File: src/rtl/adc_seq_pkg.sv
package adc_seq_pkg;
  localparam int CH_W   = 3;
  localparam int NUM_CH = 1 << CH_W;

  typedef struct packed {
    logic [CH_W-1:0] first_ch;
    logic            ext_en;
    logic            evt_en;
    logic            pwr;
    logic            cont;
    logic            run;
  } ctrl_t;
endpackage

File: src/rtl/adc_seq_trig.sv
module adc_seq_trig #(
  parameter int SYNC_STAGES = 2
) (
  input  logic clk_i,
  input  logic rst_ni,
  input  logic ext_ni,
  input  logic evt_i,
  input  logic ext_en_i,
  input  logic evt_en_i,
  input  logic arm_i,
  output logic trig_o
);
  logic [SYNC_STAGES-1:0] sync_q;
  logic                   prev_q;
  logic                   pin_s;
  logic                   ext_fall;

  generate
    if (SYNC_STAGES == 1) begin : g_one
      always_ff @(posedge clk_i or negedge rst_ni) begin
        if (!rst_ni) sync_q <= '1;
        else         sync_q <= ext_ni;
      end
    end else begin : g_chain
      always_ff @(posedge clk_i or negedge rst_ni) begin
        if (!rst_ni) sync_q <= '1;
        else         sync_q <= {sync_q[SYNC_STAGES-2:0], ext_ni};
      end
    end
  endgenerate

  assign pin_s = sync_q[SYNC_STAGES-1];

  always_ff @(posedge clk_i or negedge rst_ni) begin
    if (!rst_ni) prev_q <= 1'b1;
    else         prev_q <= pin_s;
  end

  assign ext_fall = prev_q & ~pin_s;
  assign trig_o   = arm_i & ((ext_fall & ext_en_i) | (evt_i & evt_en_i));
endmodule

File: src/rtl/adc_seq_ctrl_reg.sv
module adc_seq_ctrl_reg
  import adc_seq_pkg::*;
(
  input  logic       clk_i,
  input  logic       rst_ni,
  input  logic       we_i,
  input  logic [7:0] wdata_i,
  input  logic       trig_i,
  input  logic       seq_end_i,
  output ctrl_t      ctrl_o
);
  ctrl_t ctrl_q;

  // software write wins over hardware set/clear of the run bit
  always_ff @(posedge clk_i or negedge rst_ni) begin
    if (!rst_ni) begin
      ctrl_q <= '0;
    end else if (we_i) begin
      ctrl_q <= ctrl_t'(wdata_i);
    end else begin
      if (trig_i)                     ctrl_q.run <= 1'b1;
      if (seq_end_i && !ctrl_q.cont)  ctrl_q.run <= 1'b0;
    end
  end

  assign ctrl_o = ctrl_q;
endmodule

File: src/rtl/adc_seq_fsm.sv
module adc_seq_fsm
  import adc_seq_pkg::*;
(
  input  logic            clk_i,
  input  logic            rst_ni,
  input  logic            abort_i,
  input  logic            run_i,
  input  logic            pwr_i,
  input  logic [CH_W-1:0] first_ch_i,
  input  logic            done_i,
  output logic            busy_o,
  output logic [CH_W-1:0] ch_o,
  output logic            start_o,
  output logic            seq_end_o
);
  localparam logic [CH_W-1:0] LAST_CH = '1;

  logic            busy_q;
  logic            start_q;
  logic [CH_W-1:0] ch_q;
  logic            launch;
  logic            last;

  assign launch    = !busy_q && run_i && pwr_i && !abort_i;
  assign last      = (ch_q == LAST_CH);
  assign seq_end_o = busy_q && done_i && last && !abort_i;

  always_ff @(posedge clk_i or negedge rst_ni) begin
    if (!rst_ni) begin
      busy_q  <= 1'b0;
      start_q <= 1'b0;
      ch_q    <= '0;
    end else if (abort_i) begin
      busy_q  <= 1'b0;
      start_q <= 1'b0;
    end else if (launch) begin
      busy_q  <= 1'b1;
      start_q <= 1'b1;
      ch_q    <= first_ch_i;
    end else if (busy_q && done_i) begin
      if (last) begin
        busy_q  <= 1'b0;
        start_q <= 1'b0;
      end else begin
        ch_q    <= ch_q + 1'b1;
        start_q <= 1'b1;
      end
    end else begin
      start_q <= 1'b0;
    end
  end

  assign busy_o  = busy_q;
  assign ch_o    = ch_q;
  assign start_o = start_q;
endmodule

File: src/rtl/adc_seq.sv
module adc_seq
  import adc_seq_pkg::*;
#(
  parameter int SYNC_STAGES = 2
) (
  input  logic       clk_i,
  input  logic       rst_ni,
  input  logic       reg_we_i,
  input  logic [7:0] reg_wdata_i,
  output logic [7:0] reg_rdata_o,
  input  logic       ext_trig_ni,
  input  logic       evt_i,
  output logic       conv_start_o,
  output logic [2:0] conv_ch_o,
  input  logic       conv_done_i,
  output logic       conv_pwr_o,
  output logic       busy_o
);
  ctrl_t ctrl;
  logic  trig;
  logic  seq_end;
  logic  busy;

  adc_seq_trig #(.SYNC_STAGES(SYNC_STAGES)) u_trig (
    .clk_i    (clk_i),
    .rst_ni   (rst_ni),
    .ext_ni   (ext_trig_ni),
    .evt_i    (evt_i),
    .ext_en_i (ctrl.ext_en),
    .evt_en_i (ctrl.evt_en),
    .arm_i    (ctrl.pwr && !busy),
    .trig_o   (trig)
  );

  adc_seq_ctrl_reg u_reg (
    .clk_i     (clk_i),
    .rst_ni    (rst_ni),
    .we_i      (reg_we_i),
    .wdata_i   (reg_wdata_i),
    .trig_i    (trig),
    .seq_end_i (seq_end),
    .ctrl_o    (ctrl)
  );

  adc_seq_fsm u_fsm (
    .clk_i      (clk_i),
    .rst_ni     (rst_ni),
    .abort_i    (reg_we_i),
    .run_i      (ctrl.run),
    .pwr_i      (ctrl.pwr),
    .first_ch_i (ctrl.first_ch),
    .done_i     (conv_done_i),
    .busy_o     (busy),
    .ch_o       (conv_ch_o),
    .start_o    (conv_start_o),
    .seq_end_o  (seq_end)
  );

  assign reg_rdata_o = ctrl;
  assign conv_pwr_o  = ctrl.pwr;
  assign busy_o      = busy;
endmodule

File: config.mk
export PLATFORM = sky130hd
export DESIGN_NAME = adc_seq
export DESIGN_NICKNAME = d
export VERILOG_FILES = /design/src/rtl/adc_seq_pkg.sv /design/src/rtl/adc_seq_trig.sv /design/src/rtl/adc_seq_ctrl_reg.sv /design/src/rtl/adc_seq_fsm.sv /design/src/rtl/adc_seq.sv
export SDC_FILE = /design/constraint.sdc
export NUM_CORES = 1
export LEC_CHECK = 0
export BUFFER_PORTS_ARGS = -buffer_cell sky130_fd_sc_hd__buf_2
export CORE_UTILIZATION = 41
export DETAILED_ROUTE_END_ITERATION = 16
export PLACE_DENSITY = 0.72
export SYNTH_ARGS = -nofsm -noshare
export SYNTH_HDL_FRONTEND = slang
export SYNTH_SLANG_ARGS = --single-unit
File: constraint.sdc
create_clock -name clk_i -period 1.7 [get_ports clk_i]
set_clock_uncertainty 0.15 [all_clocks]
set_input_delay 0.255 -clock clk_i [delete_from_list [all_inputs] [get_ports clk_i]]
set_output_delay 0.255 -clock clk_i [all_outputs]
set_load 0.01 [all_outputs]
# --- After elaboration in Yosys (flattened, before gate mapping) ---
# Cells that the tools add are included.
word_totals:
  out_inout_bits: 14
  regBits: 16
  in_bits: 14
  elab_cells: 52
op_classes:
  n_eq_ne: 2
  n_bitwise: 7
  muxes: 14
  reduce_logical: 17
  addsub: 1
ops:
  columns: ["op", "n"]
  rows:
  - ["1-bit 2-to-1 mux", 11]
  - ["3-bit 2-to-1 mux", 3]
  - ["3-bit nonzero test", 3]
  - ["1-bit logical AND", 8]
  - ["1-bit AND", 4]
  - ["3-bit by 1-bit adder with 3-bit output, second input constant", 1]
  - ["3-bit equality test, second input constant", 1]
  - ["1-bit zero test", 3]
  - ["3-bit AND reduction", 1]
  - ["2-bit by 1-bit inequality test with 1-bit output, second input constant", 1]
  - ["1-bit NOT", 2]
  - ["2-bit AND reduction", 1]
  - ["2-bit nonzero test", 1]
  - ["1-bit bitwise OR", 1]

# --- Longest topological paths before layout ---
depth:
  ltp_word: 8
  mapped_depth: 5
  ltp_nobuf: 5

# --- By module ---
# From an unflattened synthesis, not the netlist that was laid out.
unflattened:
  cells_unflattened: 50
  hier_area_um2: 749.5
by_module_without_submodules:
  columns: ["module", "area_each_um2", "seq_area_each_um2", "instances", "cells_each"]
  rows:
  - ["adc_seq_ctrl_reg", 337.8, 200.2, 1, 20]
  - ["adc_seq_fsm", 294.0, 125.1, 1, 22]
  - ["adc_seq_trig", 96.3, 78.8, 1, 6]
  - ["adc_seq", 21.3, 0.0, 1, 2]

# --- Worst setup path after synthesis ---
# OpenSTA, ideal clock, no wires.
synth_path:
  path_type: "flip-flop to flip-flop"
  from: "reg u_fsm.ch_q[0] (netlist: u_fsm.ch_o[0])"
  to: "reg u_fsm.ch_q[1] (netlist: u_fsm.ch_o[1])"
  setup_slack_ps: -90
  path_buffers: 0
  setup_ps: 125
  arrival_ps: 1515
  path_stages_with_launch: 6
  t_required_ps: 1425
  period_less_slack_ps: 1790
  path_cell_list: "dfrtp_1 -> ha_1 -> ha_1 -> nand3b_1 -> a21oi_1 -> mux2_2"
synth_between:
  elab_chain_len: 4
  word_cells_on_any_way: 7
  cone_classes: "1 x add/sub; 2 x eq/ne; 3 x mux; 1 x reduce/logical"
synth_lines:
  columns: ["item", "line_no", "source"]
  rows:
  - ["from (decl)", "adc_seq_fsm.sv:20", "logic [CH_W-1:0] ch_q;"]
  - ["from (signal assigned)", "adc_seq_fsm.sv:39", "ch_q <= first_ch_i;"]
  - ["from (signal assigned)", "adc_seq_fsm.sv:45", "ch_q <= ch_q + 1'b1;"]
  - ["3-bit by 1-bit adder with 3-bit output", "adc_seq_fsm.sv:45", null]
  - ["3-bit 2-to-1 mux", "adc_seq_fsm.sv:41", "if (last) begin"]
  - ["3-bit 2-to-1 mux", "adc_seq_fsm.sv:40", "end else if (busy_q && done_i) begin"]
  - ["3-bit 2-to-1 mux", "adc_seq_fsm.sv:36", "end else if (launch) begin"]
# Several ways; a longest one is shown, not always the timed one. The select of a mux whose other input is x is not followed.
# A chain may end at the register's enable or synchronous reset.

# --- Final worst setup path ---
layout_path:
  from: "reg u_fsm.ch_q[1] (netlist: u_fsm.ch_o[1])"
  to: "reg u_fsm.ch_q[1] (netlist: u_fsm.ch_o[1])"
# The elaborated chain is that of the path after synthesis.

==> summary by stage <==
Outcome
The run finished, with violations left. The checks that failed: negative setup slack.

Clocking
The number of buffers added by the clock tree synthesis step is 3. TritonCTS built the clock tree. The number of clock sinks is 16. The number of H-tree levels is 1. The clock-pin slew on the worst setup and hold paths is 0.09 ns. The root cell of the clock tree is clkbuf_4. The clock insertion delay at the later pin of the skew report is 0.28 ns.

The maximum buffer depth of the clock tree is 2.

Floorplanning
The number of placement rows is 14. In this run the vertical extent of the chip is 44.04 um. The initial cell density of the core is 45.95%. In this run the horizontal extent of the chip is 44.04 um. The overall die area is 1939 um2.

The I/O pin total is 28. The core outline area is 1577 um2.

Pwr
Cell internal power was estimated by the tool at 0.0008399 W. The switching power share of the total is 27.68%. VDD sags by at most 0.6432 mV. For this design the total switching power over the nets is 0.0003215 W. The power share of the combinational group is 36.0%. For this design the ratio of total power to cell area is 1204 nW/um2. The leakage power total is 0.4666 nW. The sequential cell fraction of total power is 42.7%. The clock network fraction of design power is 21.2%.

Global routing
The number of global-route vias before repair is 492. For this run, the total global-route usage over all layers was measured as 15.42%. Entering global routing, the biggest net connects 17 pins.

The aggregate global routing overflow is 0. The global-route wire length before repair is 2083 um. The number of antenna violations at the first check in global routing is 0.

Layout
The multi-input combinational cells in the finished layout cover a total of 300.3 um2. The filler-free cell count of the finished design is 103. The antenna cell count is 0. The library cell used most frequently in the layout, excluding fill and tap cells, is buf_2. The final net count is 104. The utilization after layout is 61.19%. The fraction of layout cells with a size suffix above 1 is 63.22%. The number of fill cells in the layout is 139.

The signed area change from the synthesized netlist to the final layout is 33.16%. In the layout the commonest cells are buf_2 (27), dfrtp_1 (13), mux2_2 (6). The register area is 404.1 um2.

Yosys
The cell taking the most area after synthesis is dfrtp_1. The mapped netlist covers 724.4 um2. The number of nets in the synthesized netlist is 70. Yosys attributes the largest share of cell area to dfrtp_1 (45%), mux2_2 (12%), dfstp_2 (11%). The main combinational cell family by area after synthesis is multiplexers. The number of distinct standard cells referenced by the synthesized netlist is 20. Counting flops with an async set or reset pin after synthesis yields a share of 100.0%. The top cell type by area accounts for 44.91% of the synthesized area. In the synthesized netlist the dominant register cell turns out to be dfrtp_1. Of the total synthesized cell area, the portion taken by full adders, half adders and majority gates is 3.454%. The average footprint of a synthesized cell is 13.42 um2. Of the post-synthesis cell area, the part taken by muxes is 16.58%. The synthesized-area fraction occupied by ao, oa, aoi and oai cells is 5.699%. Yosys mapped a number of flops with a built-in enable equal to 0. The area share of xor/xnor cells in the synthesized design is 1.209%. The number of instances in the synthesized netlist is 54.

The number of storage elements in the synthesis netlist is 16. The Yosys step of the flow raised 0 warnings. The area fraction in and, or, nand and nor cells after synthesis is 10.88%. Sequential cells were found to cover 55.79% of the synthesized design area.

STA
Setup repair after global routing could not meet its margin everywhere. The final count of hold timing violations is 0. For this run, the top clock speed supported by timing is 0.5853 GHz. The post-route fraction of the period consumed by the critical path is 100.5%. After layout, the worst setup slack is -0.008404 ns. The transition time of the tightest slew-check pin is 0.3374 ns. The final setup violation count is 2. The post-layout minimum cycle time is 1.708 ns.

Headroom to the max-slew limit came out at 77.51%. After routing, the total negative slack on setup checks comes to -0.01630 ns. The number of slew-limit violations in the final report is 0.

Hold path
The type of the tightest min-delay check is primary input to flop.

Critical path
In this run the worst setup path terminates at u_fsm.ch_o[1]. The startpoint identified for the worst register-to-register timing path is u_fsm.ch_o[1]. STA classifies the critical path startpoint as a flop. The peak fanout along the critical path is 3. STA classifies the critical path endpoint as a flop. In this run the critical register-to-register path is captured at u_fsm.ch_o[1]. STA puts the critical path data required time at 1.73 ns. STA puts the critical path data arrival time at 1.74 ns. The type of the worst setup path is flop to flop. The beginning of the critical path is u_fsm.ch_o[1]. The register-to-register setup slack is -0.008 ns. Measured in cells, the most critical reg-to-reg path has a length of 5.

Drt
The final antenna-violating net count is 0. The number of iterations in the first detailed-routing pass is 6. The total via count in the routed design is 520. Summed over all layers, the routed wires come to 1266 um.

The number of design-rule violations left by the first detailed-router iteration is 8. The number of remaining DRC errors is 0. Dividing the detail-routed via count by the number of cells gives 5.049. The average wire per standard cell is 12.29 um.

Run
Max-cap violations in this run came to 0.

Placement
Buffers placed on the I/O ports in this run total 27. The congestion estimate from routability-driven global placement came to 0.7028. The estimated wirelength of the detail-placed design is 957 um. Once placement completed, the tool counted placed cells totaling 96.
==> power groups by stage <==
stage	Combinational, W	Clock [W]	Sequential [W]
after floorplan	0.000232	0	0.000533
after global placement	0.000406	0	0.000502
after detailed placement	0.000411	0	0.000505
after CTS	0.000423	0.000254	0.000497
after global routing	0.000468	0.000269	0.000509
final	0.000418	0.000247	0.000496
==> through the flow <==
| stage | hold slack [ns] | setup slack, ns | instance area, um2 | total power (W) |
|---|---|---|---|---|
| 3_5_place_dp | 0.02745 | -0.02378 | 900.9 | 0.0009159 |
| 5_1_grt | 0.01580 | -0.07031 | 964.7 | 0.001247 |
| 3_3_place_gp | 0.03131 | 0.01330 | 900.9 | 0.0009082 |
| 6_report | 0.01760 | -0.008404 | 964.7 | 0.001161 |
| 2_1_floorplan | -0.1906 | -0.01881 | 750.7 | 0.0007650 |
| 4_1_cts | 0.01845 | -0.007580 | 964.7 | 0.001174 |
==> registers in the layout, summed over array words and instances (netlist names) <==
name	count
u_reg.ctrl_o	8
u_fsm.ch_o	3
u_trig.sync_q	2
u_fsm.busy_o	1
u_fsm.start_o	1
u_trig.prev_q	1
==> cells by family (layout without fill, tap and decap cells) <==
family | after synthesis | after routing
flops | 16 | 16
xor+xnor | 1 | 1
simple gates | 11 | 11
buf+inv | 8 | 41
mux | 10 | 10
compound gates | 6 | 6
fa+ha+maj | 2 | 2
==> layout make-up <==
class / count / share of cell area (%)
clock buffers: 4 / 3.761
well taps: 16 / 2.075
multi-input cells: 30 / 31.13
repair buffers: 34 / 19.97
inverters: 3 / 1.167
flip-flops and latches: 16 / 41.89
==> worst min path at each step <==
stage | startpoint | to | depth (start not counted)
2_1_floorplan | rst_ni | u_fsm.busy_o | 0
3_3_place_gp | rst_ni | u_reg.ctrl_o[4] | 1
3_5_place_dp | rst_ni | u_reg.ctrl_o[1] | 1
4_1_cts | reg_wdata_i[2] | u_reg.ctrl_o[2] | 3
5_1_grt | reg_wdata_i[2] | u_reg.ctrl_o[2] | 3
6_report | reg_wdata_i[2] | u_reg.ctrl_o[2] | 3
==> what timing repair did <==
item | in CTS | in global routing
pin swaps | 2 | 0
hold endpoints to repair | 17 | 0
setup buffers | 1 | 0
endpoints found under the setup margin | 2 | 3
resized for setup | 0 | 1
hold buffers | 2 | 0
==> cell usage after synthesis, types with 2 or more instances <==
library cell  count
dfrtp_1          13
mux2_2            8
buf_4             4
nand2_1           4
dfstp_2           3
inv_1             3
nand3b_1          3
ha_1              2
mux2_4            2
o21ai_0           2
==> metal layers <==
metal / GRT usage (%) / wire (um) / up-vias
li1: - / - / 253
met4: 5.455 / 13 / 0
met1: 18.35 / 585 / 250
met3: 7.347 / 67 / 2
met5: 0 / 0 / -
met2: 24.41 / 599 / 15
==> critical path, cell delays in order, from the launching register on <==
cell and delay (ns):
dfrtp_1 0.41, ha_2 0.19, ha_4 0.15, nand3b_1 0.16, a21oi_2 0.23, mux2_4 0.32
Power figures use the tool's default switching activity.
